[src/rtl/clk_tune_pkg.sv]
package clk_tune_pkg;
    localparam int TAP_W = 8;
    localparam int PH_W  = 2;

    typedef struct packed {
        logic             sel;
        logic [PH_W-1:0]  phase;
        logic [TAP_W-1:0] taps;
    } tune_fields_t;
endpackage

[src/rtl/clk_tune_addr_dec.sv]
module clk_tune_addr_dec #(
    parameter int NUM_REG = 8,
    parameter int AW      = 6,
    localparam int IW     = $clog2(NUM_REG)
) (
    input  logic [AW-1:0] addr,
    output logic          hit,
    output logic [IW-1:0] idx
);
    logic [AW-3:0] word_idx;

    always_comb begin
        word_idx = addr[AW-1:2];
        idx      = word_idx[IW-1:0];
        hit      = (addr[1:0] == 2'b00) && (int'(word_idx) < NUM_REG);
    end
endmodule

[src/rtl/clk_tune_unpack.sv]
module clk_tune_unpack
    import clk_tune_pkg::*;
#(
    parameter int HW   = 16,
    parameter int TYPE = 0
) (
    input  logic [HW-1:0] word,
    output tune_fields_t  fields
);
    // Type 0 sits one bit higher than type 1; align both to the type-1 layout.
    localparam int SH = (TYPE == 0) ? 1 : 0;
    localparam int AL = 1 + TAP_W + PH_W;

    logic [AL-1:0] aligned;

    always_comb begin
        aligned      = AL'(word >> SH);
        fields.sel   = aligned[AL-1];
        fields.taps  = aligned[PH_W+TAP_W-1:PH_W];
        fields.phase = aligned[PH_W-1:0];
    end
endmodule

[src/rtl/clk_tune_regs.sv]
module clk_tune_regs
    import clk_tune_pkg::*;
#(
    parameter int NUM_CH = 4,
    parameter int AW     = 6,
    parameter int DW     = 32
) (
    input  logic                        clk,
    input  logic                        rst_n,
    input  logic                        wr_en,
    input  logic [AW-1:0]               addr,
    input  logic [DW-1:0]               wdata,
    output logic [DW-1:0]               rdata,
    output logic [NUM_CH*2-1:0]         clk_sel_o,
    output logic [NUM_CH*2*PH_W-1:0]    phase_o,
    output logic [NUM_CH*2*TAP_W-1:0]   taps_o
);
    localparam int NUM_REG = NUM_CH * 2;
    localparam int HW      = DW / 2;
    localparam int IW      = $clog2(NUM_REG);

    typedef struct packed {
        logic [NUM_REG-1:0][HW-1:0] regs;
        logic [DW-1:0]              rdata;
    } state_t;

    state_t        st_d, st_q;
    logic          hit;
    logic [IW-1:0] idx;
    logic [HW-1:0] mask;

    clk_tune_addr_dec #(.NUM_REG(NUM_REG), .AW(AW)) u_dec (
        .addr (addr),
        .hit  (hit),
        .idx  (idx)
    );

    always_comb begin
        st_d     = st_q;
        mask     = wdata[DW-1:HW];
        st_d.rdata = hit ? {{(DW-HW){1'b0}}, st_q.regs[idx]} : '0;
        if (wr_en && hit) begin
            st_d.regs[idx] = (st_q.regs[idx] & ~mask) | (wdata[HW-1:0] & mask);
        end
    end

    always_ff @(posedge clk or negedge rst_n) begin
        if (!rst_n) st_q <= '0;
        else        st_q <= st_d;
    end

    assign rdata = st_q.rdata;

    for (genvar r = 0; r < NUM_REG; r++) begin : g_reg
        tune_fields_t f;
        clk_tune_unpack #(.HW(HW), .TYPE(r % 2)) u_unpack (
            .word   (st_q.regs[r]),
            .fields (f)
        );
        assign clk_sel_o[r]                  = f.sel;
        assign phase_o[r*PH_W +: PH_W]       = f.phase;
        assign taps_o[r*TAP_W +: TAP_W]      = f.taps;
    end
endmodule

[config.mk]
export PLATFORM = sky130hd
export DESIGN_NAME = clk_tune_regs
export DESIGN_NICKNAME = d
export VERILOG_FILES = /design/src/rtl/clk_tune_pkg.sv /design/src/rtl/clk_tune_addr_dec.sv /design/src/rtl/clk_tune_unpack.sv /design/src/rtl/clk_tune_regs.sv
export SDC_FILE = /design/constraint.sdc
export NUM_CORES = 1
export LEC_CHECK = 0
export BUFFER_PORTS_ARGS = -buffer_cell sky130_fd_sc_hd__buf_2
export CAP_MARGIN = 15
export CORE_ASPECT_RATIO = 1.2
export CORE_MARGIN = 10
export CORE_UTILIZATION = 55
export CTS_CLUSTER_DIAMETER = 80
export DETAILED_ROUTE_END_ITERATION = 8
export PLACE_DENSITY = 0.78
export SLEW_MARGIN = 20
export SYNTH_ARGS = -nofsm -noshare
export SYNTH_HDL_FRONTEND = slang
export SYNTH_SLANG_ARGS = --single-unit
[constraint.sdc]
create_clock -name clk -period 1.99 [get_ports clk]
set_clock_uncertainty 0.2 [all_clocks]
set_input_delay 0.199 -clock clk [delete_from_list [all_inputs] [get_ports clk]]
set_output_delay 0.199 -clock clk [all_outputs]
set_load 0.02 [all_outputs]
# --- Word-level counts from Yosys, hierarchy flattened ---
# Index checks and enable logic that the tools add are counted.
totals:
  regBits: 144
  inputBits: 41
  output_inout_bits: 120
  wordCells: 26
op_classes:
  n_lt_le_gt_ge: 3
  muxes: 6
  bitwise: 4
  n_reduce_logical: 4
op_table:
  columns: ["op", "n"]
  rows:
  - ["bitwise mux 128 bit", 1]
  - ["binary-select mux 16 bit (select 3 bit)", 1]
  - ["demux 16 bit (select 3 bit)", 1]
  - ["two-way mux 16 bit", 3]
  - ["bitwise AND 16 bit", 2]
  - ["NOT 16 bit", 1]
  - ["OR 16 bit", 1]
  - ["< comparator 3 x 4 -> 1 bit, second input constant", 1]
  - ["< comparator 4 bit, second input constant", 1]
  - [">= comparator 3 x 1 -> 1 bit, second input constant", 1]
  - ["logical AND 1 bit", 3]
  - ["logical NOT 2 bit", 1]

# --- Logic depth before layout (Yosys ltp) ---
# Gate-level depths: netlist of the first run.
depth:
  ltp_word: 5
  ltp_mapped: 7

# --- Modules after synthesis ---
# From an unflattened synthesis of the first run, not the netlist that was laid out.
unflattened:
  hier_cells: 726
  area_unflattened_um2: 7460.9
modules_own_cells:
  columns: ["module", "n_inst", "cells_per_inst", "area_each_um2", "seq_area_each_um2"]
  rows:
  - ["clk_tune_regs", 1, 634, 6767.7, 3603.5]
  - ["clk_tune_unpack", 8, 11, 82.6, 0.0]
  - ["clk_tune_addr_dec", 1, 4, 32.5, 0.0]

# --- Least setup slack after synthesis of the first run ---
# OpenSTA, ideal clock, no wires.
synth_timing:
  path_kind: "input port to flip-flop"
  start: "input port addr[2]"
  end: "register st_q[102] in the netlist's numbering"
  setup_time_ps: 141
  arrival_ps: 1384
  required_ps: 1649
  setup_slack_ps: 265
  cell_stages: 6
  cell_sequence: "buf_2 -> buf_4 -> mux2i_1 -> o22ai_1 -> o31ai_2 -> o21ai_0"
synth_between:
  elab_chain_len: 5
synth_rtl:
  columns: ["element", "line", "rtl"]
  rows:
  - ["from (decl)", "clk_tune_regs.sv:11", "input logic [AW-1:0] addr,"]
  - ["< comparator 3 x 4 -> 1 bit (not written as such), or another cell as far along", "clk_tune_regs.sv:43", "st_d.regs[idx] = (st_q.regs[idx] & ~mask) | (wdata[HW-1:0] & mask);"]
  - ["logical AND 1 bit (not written as such) or two-way mux 16 bit (tied branches)", "clk_tune_regs.sv:43", null]
  - ["two-way mux 16 bit (not written as such) or bitwise AND 16 bit (tied branches)", "clk_tune_regs.sv:43", null]
  - ["demux 16 bit (select 3 bit) or OR 16 bit (tied branches)", "clk_tune_regs.sv:43", null]
  - ["bitwise mux 128 bit", "clk_tune_regs.sv:43", null]
  - ["to (signal assigned)", "clk_tune_regs.sv:49", "else st_q <= st_d;"]
  - ["to (decl)", "clk_tune_regs.sv:27", "state_t st_d, st_q;"]
# Several ways; a longest one is shown, not always the timed one. The select of a mux whose other input is x is not followed.
# A chain may end at the register's enable or synchronous reset.

# --- Worst setup path in the final report of the first run ---
layout_timing:
  start: "register st_q[121] in the netlist's numbering"
  end: "register st_q[73] in the netlist's numbering"
layout_between:
  elab_chain_len: 5
layout_rtl:
  columns: ["element", "line"]
  rows:
  - ["binary-select mux 16 bit (select 3 bit)", "clk_tune_regs.sv:43"]
  - ["two-way mux 16 bit (not written as such)", "clk_tune_regs.sv:43"]
  - ["bitwise AND 16 bit", "clk_tune_regs.sv:43"]
  - ["OR 16 bit", "clk_tune_regs.sv:43"]
  - ["bitwise mux 128 bit", "clk_tune_regs.sv:43"]
# No other way between the ends. The select of a mux whose other input is x is not followed.

==> results of run 1 <==
-- timing repair --
| action | CTS | global route |
|---|---|---|
| endpoints found under the hold margin | 177 | 0 |
| hold buffers | 14 | 0 |
| endpoints found under the setup margin | 0 | 0 |
-- cells in the mapped netlist --
library cell / number
buf_4: 108
a31oi_1: 1
and4b_1: 1
a31oi_4: 1
mux4_2: 1
o22ai_1: 30
nor2_1: 32
inv_2: 1
a21oi_1: 1
clkbuf_8: 1
nand3_1: 2
o21ai_0: 90
buf_2: 7
nand2_1: 123
nand2b_1: 20
o21ai_1: 30
o31ai_2: 8
o31ai_4: 7
or2_2: 2
or3b_1: 2
clkbuf_1: 21
mux2i_1: 62
mux2_4: 2
buf_6: 8
nand4_1: 2
nand3b_1: 2
conb_1: 1
mux2_1: 1
buf_8: 1
nor4b_4: 1
dfrtp_1: 144
inv_1: 1
mux2_2: 5
or3_1: 1
-- per-stage QoR --
stage	setup slack (ns)	util (%)	setup TNS (ns)	cell area [µm²]
after global routing	0.107	63.4	0	8320
final	0.243	63.4	0	8320
after detailed placement	-0.133	57.7	-4.76	7570
after CTS	0.257	63.4	0	8320
after global placement	-0.0432	57.7	-0.487	7570
after floorplan	0.265	-	0	7340
-- area by class of cell --
type	instances	area (µm²)
multi-input cells	443	2690
fillers	1071	4810
clock buffers	19	453
well taps	168	210
inverters	2	7.51
clock inverters	12	158
flip-flops and latches	144	3600
repair buffers	192	1200
-- placed cells by master (no fill, tap or decap), types with 2 or more instances in the layout --
cell type	synthesis	final
nand2b_1	20	20
o22ai_1	30	30
o31ai_2	8	8
or2_2	2	2
conb_1	1	16
bufinv_16	0	3
nand3_1	2	2
buf_4	108	29
mux2_2	5	5
mux2i_1	62	62
buf_2	7	142
clkbuf_8	1	2
nand4_1	2	2
mux2_4	2	2
o21ai_0	90	90
buf_12	0	6
nand2_1	123	123
dlygate4sd3_1	0	14
o31ai_4	7	7
clkbuf_16	0	17
clkinv_2	0	2
nand3b_1	2	2
clkinvlp_4	0	3
clkinv_4	0	2
inv_6	0	2
or3b_1	2	2
nor2_1	32	32
dfrtp_1	144	144
o21ai_1	30	30
-- kinds of logic after synthesis --
kind of cell | after synthesis | share of synthesized area [%]
AO/OA/AOI/OAI | 168 | 14.7
multiplexers | 71 | 10.2
other | 1 | 0.0515
buffers and inverters | 148 | 14.4
AND/OR/NAND/NOR | 188 | 11.2
flip-flops | 144 | 49.5
-- critical path, cell delays in order (launching register included) --
cell and delay, ns:
dfrtp_1 0.40, mux2i_1 0.14, o22ai_1 0.14, o31ai_2 0.50
o21ai_0 0.21
-- sequential cells by signal, summed over array words and instances (netlist names) --
name	cells
rdata	16
st_q	128
-- per-layer routing --
metal,share of wire (%),global-route usage [%],vias to the layer above
met5,0,0,-
met4,1.1,5.77,0
met3,5.8,4.82,20
met2,52,36.2,207
met1,41,24.8,2679
li1,-,-,2509
-- power groups by stage --
stage               combinational [mW]  sequential [mW]  clock, mW
floorplan                         1.25             3.47          0
finish                            1.47             3.49       3.27
global placement                  1.41             3.51          0
CTS                               1.48             3.49       3.30
global route                      1.60             3.53       3.46
detailed placement                1.45             3.54          0
-- path summary, 6_finish.rpt --
check	startpoint	endpoint	depth (start not counted)
worst max-delay path	st_q[121]$_DFFE_PN0P_	st_q[73]$_DFFE_PN0P_	4
worst min-delay path	wdata[22]	st_q[86]$_DFFE_PN0P_	3
worst max register to register	st_q[121]$_DFFE_PN0P_	st_q[73]$_DFFE_PN0P_	4
worst min register to register	st_q[111]$_DFFE_PN0P_	st_q[111]$_DFFE_PN0P_	2
max in group asynchronous	rst_n	st_q[63]$_DFFE_PN0P_	3
min in group asynchronous	rst_n	rdata[8]$_DFF_PN0_	2
==> flow_summary_export.csv, run 1 <==
group,metric,value,unit
outcome,status,"completed",
routing,drcViolationCount,0,
clock_network,cts_root_buffer,"clkbuf_16",
power,p_switching,2.41,mW
global_routing,grt_pass1_vias,5652,
place,place.port_buffers,144,
logic_synthesis,synth_cell_type_count,34,
power,power_frac_clock,39.8,%
place,dpl.cell_count,935,
clock_network,clk_latency,0.42,ns
worst_setup_path,r2r_slack,0.24,ns
place,place_hpwl,13.7,mm
routing,drt-initial-drc-count,471,
routing,wire_per_inst,19.6,µm
floorplanning,dieArea,18300,µm²
global_routing,grt_pass1_wl,30.7,mm
logic_synthesis,yosysTopAreaCell,"dfrtp_1",
sta,hold_viol,0,
floorplanning,ios,161,
global_routing,antenna_found_initial,0,
power,intPower,5.82,mW
finish,nNetsFinal,841,
power,power_leakage,4.18,nW
routing,viasPerCell,5.53,
sta,rsz0062_at_grt,"no",
floorplanning,core,13100,µm²
sta,slew_violations,0,
logic_synthesis,avgSynthCellArea,10.1,µm²
worst_setup_path,worstPathArrival,1.82,ns
worst_setup_path,worstSetupEndpointType,"flop",
flow_run,maxCapViolations,0,
clock_network,cts_tree,"built",
worst_setup_path,worst_setup_path_start_kind,"flop",
sta,relSlewSlack,64.8,%
logic_synthesis,yosysSeqAreaShare,49.5,%
finish,drive_gt1_share,29.2,%
logic_synthesis,yosysWarnings,0,
floorplanning,start_util,55.5,%
sta,post-route-period-util,87.8,%
global_routing,grt_max_degree,65,
sta,setup_viol,0,
clock_network,cts_resized,0,
logic_synthesis,yosys.area.top_type_share,49.5,%
clock_network,clock_path_buffers,2,
routing,ant_nets,0,
power,seqPwrFrac,42.4,%
min_path,hold_class,"in2reg",
clock_network,cts_setup_buffers,0,
power,power,8.23,mW
worst_setup_path,path_max_fanout,8,
routing,num_vias,5415,
power,p_per_area,990,nW/µm²
finish,antenna_cells,0,
power,ir_drop,0.000473,V
logic_synthesis,syn_inst,720,
power,switching_share,29.3,%
logic_synthesis,yosys-top-cells-area,"dfrtp_1 (49%), buf_4 (11%), mux2i_1 (8.5%)",
routing,first_pass_iters,6,
floorplanning,die_w,125,µm
finish,area_growth,14.2,%
sta,tightestPinTransition,0.525,ns
finish,final_cell_count_no_fill,980,
worst_setup_path,timing_worst_setup_path_type,"reg2reg",
floorplanning,die_y,146,µm
power,p_comb_share,17.8,%
clock_network,cts_buffers,17,
routing,routed_wl,19.2,mm
clock_network,cts_sinks,144,
clock_network,cts.reportedPaths.clkPinSlew,0.06,ns
sta,min_period,1.75,ns
sta,max_freq,0.572,GHz
worst_setup_path,crit_required,2.06,ns
sta,hold_ws,0.00908,ns
global_routing,grt_overflow,0,
clock_network,cts_max_level,4,
floorplanning,placementRows,46,
place,place.gp.congestion,0.863,
logic_synthesis,syn_area,7280,µm²
logic_synthesis,synth_seq_cells,144,
global_routing,track_usage,20.7,%
Note: power is estimated with default switching activity, not from simulation.
==> inputs of run 2 (changes only) <==
--- a/config.mk
+++ b/config.mk
@@ -5,14 +5,14 @@
 export SDC_FILE = /design/constraint.sdc
 export NUM_CORES = 1
 export LEC_CHECK = 0
-export BUFFER_PORTS_ARGS = -buffer_cell sky130_fd_sc_hd__buf_2
 export CAP_MARGIN = 15
 export CORE_ASPECT_RATIO = 1.2
 export CORE_MARGIN = 10
-export CORE_UTILIZATION = 55
-export CTS_CLUSTER_DIAMETER = 80
+export CORE_UTILIZATION = 60
 export DETAILED_ROUTE_END_ITERATION = 8
-export PLACE_DENSITY = 0.78
+export DONT_BUFFER_PORTS = 1
+export GPL_TIMING_DRIVEN = 0
+export PLACE_DENSITY = 0.73
 export SLEW_MARGIN = 20
 export SYNTH_ARGS = -nofsm -noshare
 export SYNTH_HDL_FRONTEND = slang
==> run 2 against run 1 <==
Effect of this change: the flow now finishes with violations (negative hold slack); clock-buffer cell count up 1; combinational power up 4%; core utilization up 7.6 points; hold slack worse by 0.74 ns; sequential share of layout area down 1.0 points; critical endpoint is now st_q[78]$_DFFE_PN0P_; critical path type is now in2reg; via count up 6.1%; highest routed layer unchanged; global-route usage up 4.9 points; register-to-register slack about the same.
==> flow_summary_export.csv, run 2 (synthesized netlist as in run 1, its figures left out) <==
group,metric,value,unit
worst_setup_path,path_max_fanout,10,
floorplanning,die_y,141,µm
power,p_per_area,977,nW/µm²
floorplanning,placementRows,44,
routing,viasPerCell,5.96,
clock_network,cts_buffers,17,
finish,nNetsFinal,830,
routing,routed_wl,21.8,mm
finish,antenna_cells,0,
power,ir_drop,0.000711,V
floorplanning,core,12000,µm²
finish,final_cell_count_no_fill,963,
worst_setup_path,reg2reg_to,"st_q[158]$_DFFE_PN0P_",
sta,post-route-period-util,95.5,%
sta,min_period,1.90,ns
finish,top_register,"st_q",
routing,wire_per_inst,22.7,µm
sta,tightestPinTransition,0.829,ns
clock_network,cts.reportedPaths.clkPinSlew,0.06,ns
sta,slew_violations,0,
sta,relSlewSlack,44.7,%
clock_network,clk_latency,0.42,ns
sta,hold_viol,145,
worst_setup_path,crit_required,2.10,ns
sta,tns,0,ns
routing,first_pass_iters,5,
floorplanning,die_w,121,µm
min_path,hold_class,"in2async",
place,place_area,7540,µm²
sta,setup_viol,0,
worst_setup_path,worst_setup_path_start_kind,"input port",
sta,max_freq,0.526,GHz
routing,drt-initial-drc-count,645,
sta,hold_ws,-0.728,ns
floorplanning,dieArea,17000,µm²
sta,rsz0062_at_grt,"no",
place,place_hpwl,14.6,mm
worst_setup_path,r2r_slack,0.23,ns
clock_network,cts_setup_buffers,0,
finish,area_growth,16.9,%
floorplanning,start_util,60.7,%
routing,wl_met2,10.9,mm
worst_setup_path,worstPathArrival,2.01,ns
finish,final_common_cell,"dfrtp_1",
worst_setup_path,r2r_cells,4,
worst_setup_path,timing_worst_setup_path_type,"in2reg",
routing,top_layer_used,"met4",
global_routing,grt_overflow,0,
power,power_leakage,4.05,nW
clock_network,cts_max_level,4,
routing,drcViolationCount,0,
finish,fin_area,8520,µm²
worst_setup_path,worstSetupEndpointType,"flop",
routing,met1Wirelength,8.10,mm
flow_run,maxCapViolations,0,
finish,drive_gt1_share,23.6,%
worst_setup_path,reg2reg_from,"st_q[110]$_DFFE_PN0P_",
global_routing,grt_pass1_wl,33.5,mm
outcome,violations,"negative hold slack",
global_routing,antenna_found_initial,0,
clock_network,clock_path_buffers,2,
global_routing,grt_pass1_vias,5703,
outcome,status,"finished with violations",
routing,ant_nets,0,
finish,final.fill_count,907,
clock_network,cts_tree,"built",
routing,num_vias,5743,
place,dpl.cell_count,896,
global_routing,track_usage,25.6,%
power,power,8.32,mW
global_routing,grt_max_degree,145,
finish,final_cell_mix,"dfrtp_1 (144), nand2_1 (123), buf_4 (108), o21ai_0 (90), mux2i_1 (62)",
place,place.gp.congestion,0.894,
routing,wl_met3,1.87,mm
finish,largest_reg_flops,128,
floorplanning,ios,161,
clock_network,cts_root_buffer,"clkbuf_16",
place,place.port_buffers,0,
clock_network,cts_sinks,144,
-- run 2: cell count changes in the layout (fill, tap and decap cells not counted), moves of 3 or more --
cell / previous run / this run
clkbuf_1: 0 / 17
clkbuf_2: 0 / 3
buf_2: 142 / 9
buf_4: 29 / 108
buf_12: 6 / 0
dlygate4sd3_1: 14 / 35
buf_6: 1 / 8
-- run 2: power breakdown --
group          switching (mW)  total [mW]  leakage (nW)  internal (mW)
Clock                    1.25        3.26         0.283           2.01
Combinational           0.885        1.53          1.82          0.649
Sequential              0.269        3.52          1.95           3.25
-- run 2: worst max path at each step --
stage               startpoint  depth (start not counted)               endpoint
floorplan              addr[2]                          6  st_q[102]$_DFFE_PN0P_
global placement       addr[4]                          6   st_q[63]$_DFFE_PN0P_
detailed placement     addr[4]                          6  st_q[111]$_DFFE_PN0P_
CTS                    addr[5]                          5  st_q[133]$_DFFE_PN0P_
global route           addr[5]                          6  st_q[106]$_DFFE_PN0P_
finish                 addr[3]                          6   st_q[78]$_DFFE_PN0P_
-- run 2: what timing repair did --
action / CTS / global route
setup endpoints to repair: 0 / 32
hold endpoints to repair: 270 / 145
gates resized for setup: 0 / 17
hold buffers: 34 / 1
-- run 2: cell type report --
type                            count  area [µm²]  area share (%)
Sequential cell                   144        3600            42.3
Timing Repair Buffer               35         350            4.11
Buffer                            146        1050            12.4
Tap cell                          161         201            2.37
Clock inverter                     12         160            1.88
Inverter                            2        7.51          0.0881
Clock buffer                       20         447            5.24
Multi-Input combinational cell    443        2690            31.6
-- run 2: worst max-delay path, cell delays in order --
cell,delay (ns)
buf_6,0.12
nand2b_1,0.25
clkbuf_4,0.34
nand3b_1,0.20
dlygate4sd3_1,0.57
mux2_2,0.33
-- run 2: through the flow --
step	setup WS [ns]	utilization, %
after detailed placement	-0.282	62.8
final	0.0899	71.0
after floorplan	0.265	-
after global placement	-0.195	62.8
after CTS	0.00423	70.7
after global routing	0.0196	71.0
-- run 2: metal layers --
layer	track usage, %	up-vias
li1	-	2492
met1	29.9	2856
met2	43.0	321
met3	6.51	74
met4	11.8	0
met5	0	-
==> inputs of run 3 (changes only) <==
--- a/config.mk
+++ b/config.mk
@@ -5,6 +5,7 @@
 export SDC_FILE = /design/constraint.sdc
 export NUM_CORES = 1
 export LEC_CHECK = 0
+export ABC_AREA = 1
 export CAP_MARGIN = 15
 export CORE_ASPECT_RATIO = 1.2
 export CORE_MARGIN = 10
==> run 3 against run 2 <==
Effect of this change: the run still ends with negative hold slack left; global-route usage rose by 1.6 points; combinational power rose by 4%; via count rose by 29%; synthesized cell count rose by 53%; first-iteration DRC count rose by 32%; critical path depth rose by 2; hold slack got worse by 0.017 ns; non-clock buffer count rose by 4; power rose by 2.5%.
==> flow_summary_export.csv, run 3 <==
group,metric,value,unit
worst_setup_path,worst_setup_path_start_kind,"input port",
clock_network,cts_resized,0,
floorplanning,core,13200,µm²
global_routing,grt_pass1_vias,7215,
sta,hold_viol,144,
clock_network,cts_max_level,4,
flow_run,maxCapViolations,0,
routing,drt-initial-drc-count,854,
clock_network,cts_tree,"built",
global_routing,grt_overflow,0,
clock_network,ctsHoldBuffers,23,
place,place_hpwl,18.1,mm
finish,top_register,"st_q",
global_routing,antenna_found_initial,0,
logic_synthesis,synth_cell_type_count,21,
logic_synthesis,yosysTopAreaCell,"dfrtp_1",
logic_synthesis,yosys-top-cells-area,"dfrtp_1 (44%), nand2_1 (26%), buf_4 (11%)",
routing,drcViolationCount,0,
logic_synthesis,synthFlopType,"dfrtp_1",
place,place.port_buffers,0,
floorplanning,die_w,126,µm
logic_synthesis,synth.most_common_cell,"nand2_1",
logic_synthesis,syn_inst,1104,
worst_setup_path,critPathMaxStageDelay,0.57,ns
routing,wire_per_inst,19.3,µm
power,power,8.53,mW
sta,hold_ws,-0.745,ns
logic_synthesis,avgSynthCellArea,7.37,µm²
routing,viasPerCell,5.52,
clock_network,cts_sinks,144,
clock_network,clock_path_buffers,2,
logic_synthesis,yosys.area.top_type_share,44.3,%
finish,area_growth,14.0,%
finish,final_cell_mix,"nand2_1 (565), dfrtp_1 (144), nand3_1 (134), buf_4 (114), dlygate4sd3_1 (23)",
finish,final_common_cell,"nand2_1",
routing,num_vias,7399,
sta,fin_ws,0.154,ns
worst_setup_path,worstPathArrival,1.96,ns
outcome,status,"finished with violations",
worst_setup_path,crit_required,2.12,ns
clock_network,cts_root_buffer,"clkbuf_16",
worst_setup_path,cpMostUsedCell,"nand2_1",
global_routing,track_usage,27.2,%
logic_synthesis,synth_common_cells,"nand2_1 (565), dfrtp_1 (144), nand3_1 (134)",
floorplanning,die_y,148,µm
worst_setup_path,crit_chain,"dlygate4sd3_1 -> nor3_4 -> nand2_4 -> nor2_4 -> inv_2 -> buf_2 -> nand2_1 -> nand2_1",
power,power_leakage,5.30,nW
global_routing,grt_pass1_wl,39.8,mm
floorplanning,dieArea,18600,µm²
place,place_area,8400,µm²
outcome,violations,"negative hold slack",
logic_synthesis,yosysWarnings,0,
worst_setup_path,slowest_stage,"dlygate4sd3_1",
place,place.gp.congestion,0.927,
floorplanning,start_util,61.4,%
global_routing,grt_max_degree,145,
finish,largest_reg_flops,128,
routing,ant_nets,0,
sta,rsz0062_at_grt,"no",
place,pre_cts_ws,0.159,ns
finish,drive_gt1_share,19.2,%
logic_synthesis,yosysSeqAreaShare,44.3,%
clock_network,cts_buffers,17,
sta,max_freq,0.545,GHz
floorplanning,ios,161,
power,ir_drop,0.000622,V
sta,slew_violations,0,
sta,tns,0,ns
routing,routed_wl,25.9,mm
min_path,hold_class,"in2async",
logic_synthesis,synth-edff-count,0,
finish,antenna_cells,0,
sta,min_period,1.84,ns
floorplanning,placementRows,46,
finish,nNetsFinal,1202,
power,p_per_area,920,nW/µm²
sta,post-route-period-util,92.2,%
sta,setup_viol,0,
logic_synthesis,async_flop_share,100,%
worst_setup_path,timing_worst_setup_path_type,"in2reg",
clock_network,cts.reportedPaths.clkPinSlew,0.06,ns
clock_network,clk_latency,0.44,ns
worst_setup_path,path_max_fanout,10,
routing,first_pass_iters,6,
clock_network,cts_setup_buffers,0,
logic_synthesis,synth_seq_cells,144,
sta,tightestPinTransition,0.653,ns
logic_synthesis,syn_area,8130,µm²
worst_setup_path,worstSetupEndpointType,"flop",
finish,fin_area,9270,µm²
sta,relSlewSlack,56.4,%
==> run 3: final cells by class <==
cell class	instances	area, µm²
Fill cell	1162	3970
Sequential cell	144	3600
Multi-Input combinational cell	782	3360
Buffer	162	1110
Clock buffer	21	480
Timing Repair Buffer	23	230
Tap cell	168	210
Clock inverter	10	158
Inverter	31	119
==> run 3: where the power goes <==
part / total [mW] / internal, mW / switching (mW)
logic: 1.59 / 0.591 / 0.998
clock network: 3.49 / 2.22 / 1.28
registers: 3.45 / 3.22 / 0.227
==> run 3: cells by family after synthesis <==
| group | after synthesis | synth area share (%) |
|---|---|---|
| AO/OA/AOI/OAI | 16 | 0.985 |
| other | 1 | 0.0461 |
| flip-flops | 144 | 44.3 |
| AND/OR/NAND/NOR | 750 | 39.6 |
| buffers and inverters | 193 | 15.1 |
==> run 3: metal layers <==
metal	vias to the layer above	GRT usage (%)	wire (µm)
met5	-	0	0
met4	0	13.5	1090
met3	73	6.51	2160
met2	375	45.0	12600
met1	3520	32.5	10000
li1	3431	-	-
==> run 3: worst paths after layout <==
kind	from	endpoint	slack, ns	cells after the start
max	addr[0]	st_q[134]$_DFFE_PN0P_	0.15	8
min	rst_n	st_q[148]$_DFFE_PN0P_	-0.75	0
max reg2reg	st_q[33]$_DFFE_PN0P_	rdata[1]$_DFF_PN0_	0.27	7
min reg2reg	st_q[92]$_DFFE_PN0P_	st_q[92]$_DFFE_PN0P_	0.28	2
max in group asynchronous	rst_n	st_q[134]$_DFFE_PN0P_	2.01	0
min in group clk	wdata[20]	st_q[132]$_DFFE_PN0P_	0.03	4
==> run 3: worst max-delay path, delay by kind of cell <==
kind	cells	cell delay, ns
buffers and inverters	3	0.96
and+or+nand+nor	5	0.79
==> run 3: stage by stage <==
step                utilization [%]  hold WS (ns)  cells
floorplan                         -        -0.297   1119
global placement               63.4        -0.291   1287
detailed placement             63.4        -0.291   1287
CTS                            70.0        -0.748   1341
global route                   70.0        -0.753   1341
finish                         70.0        -0.745   1341
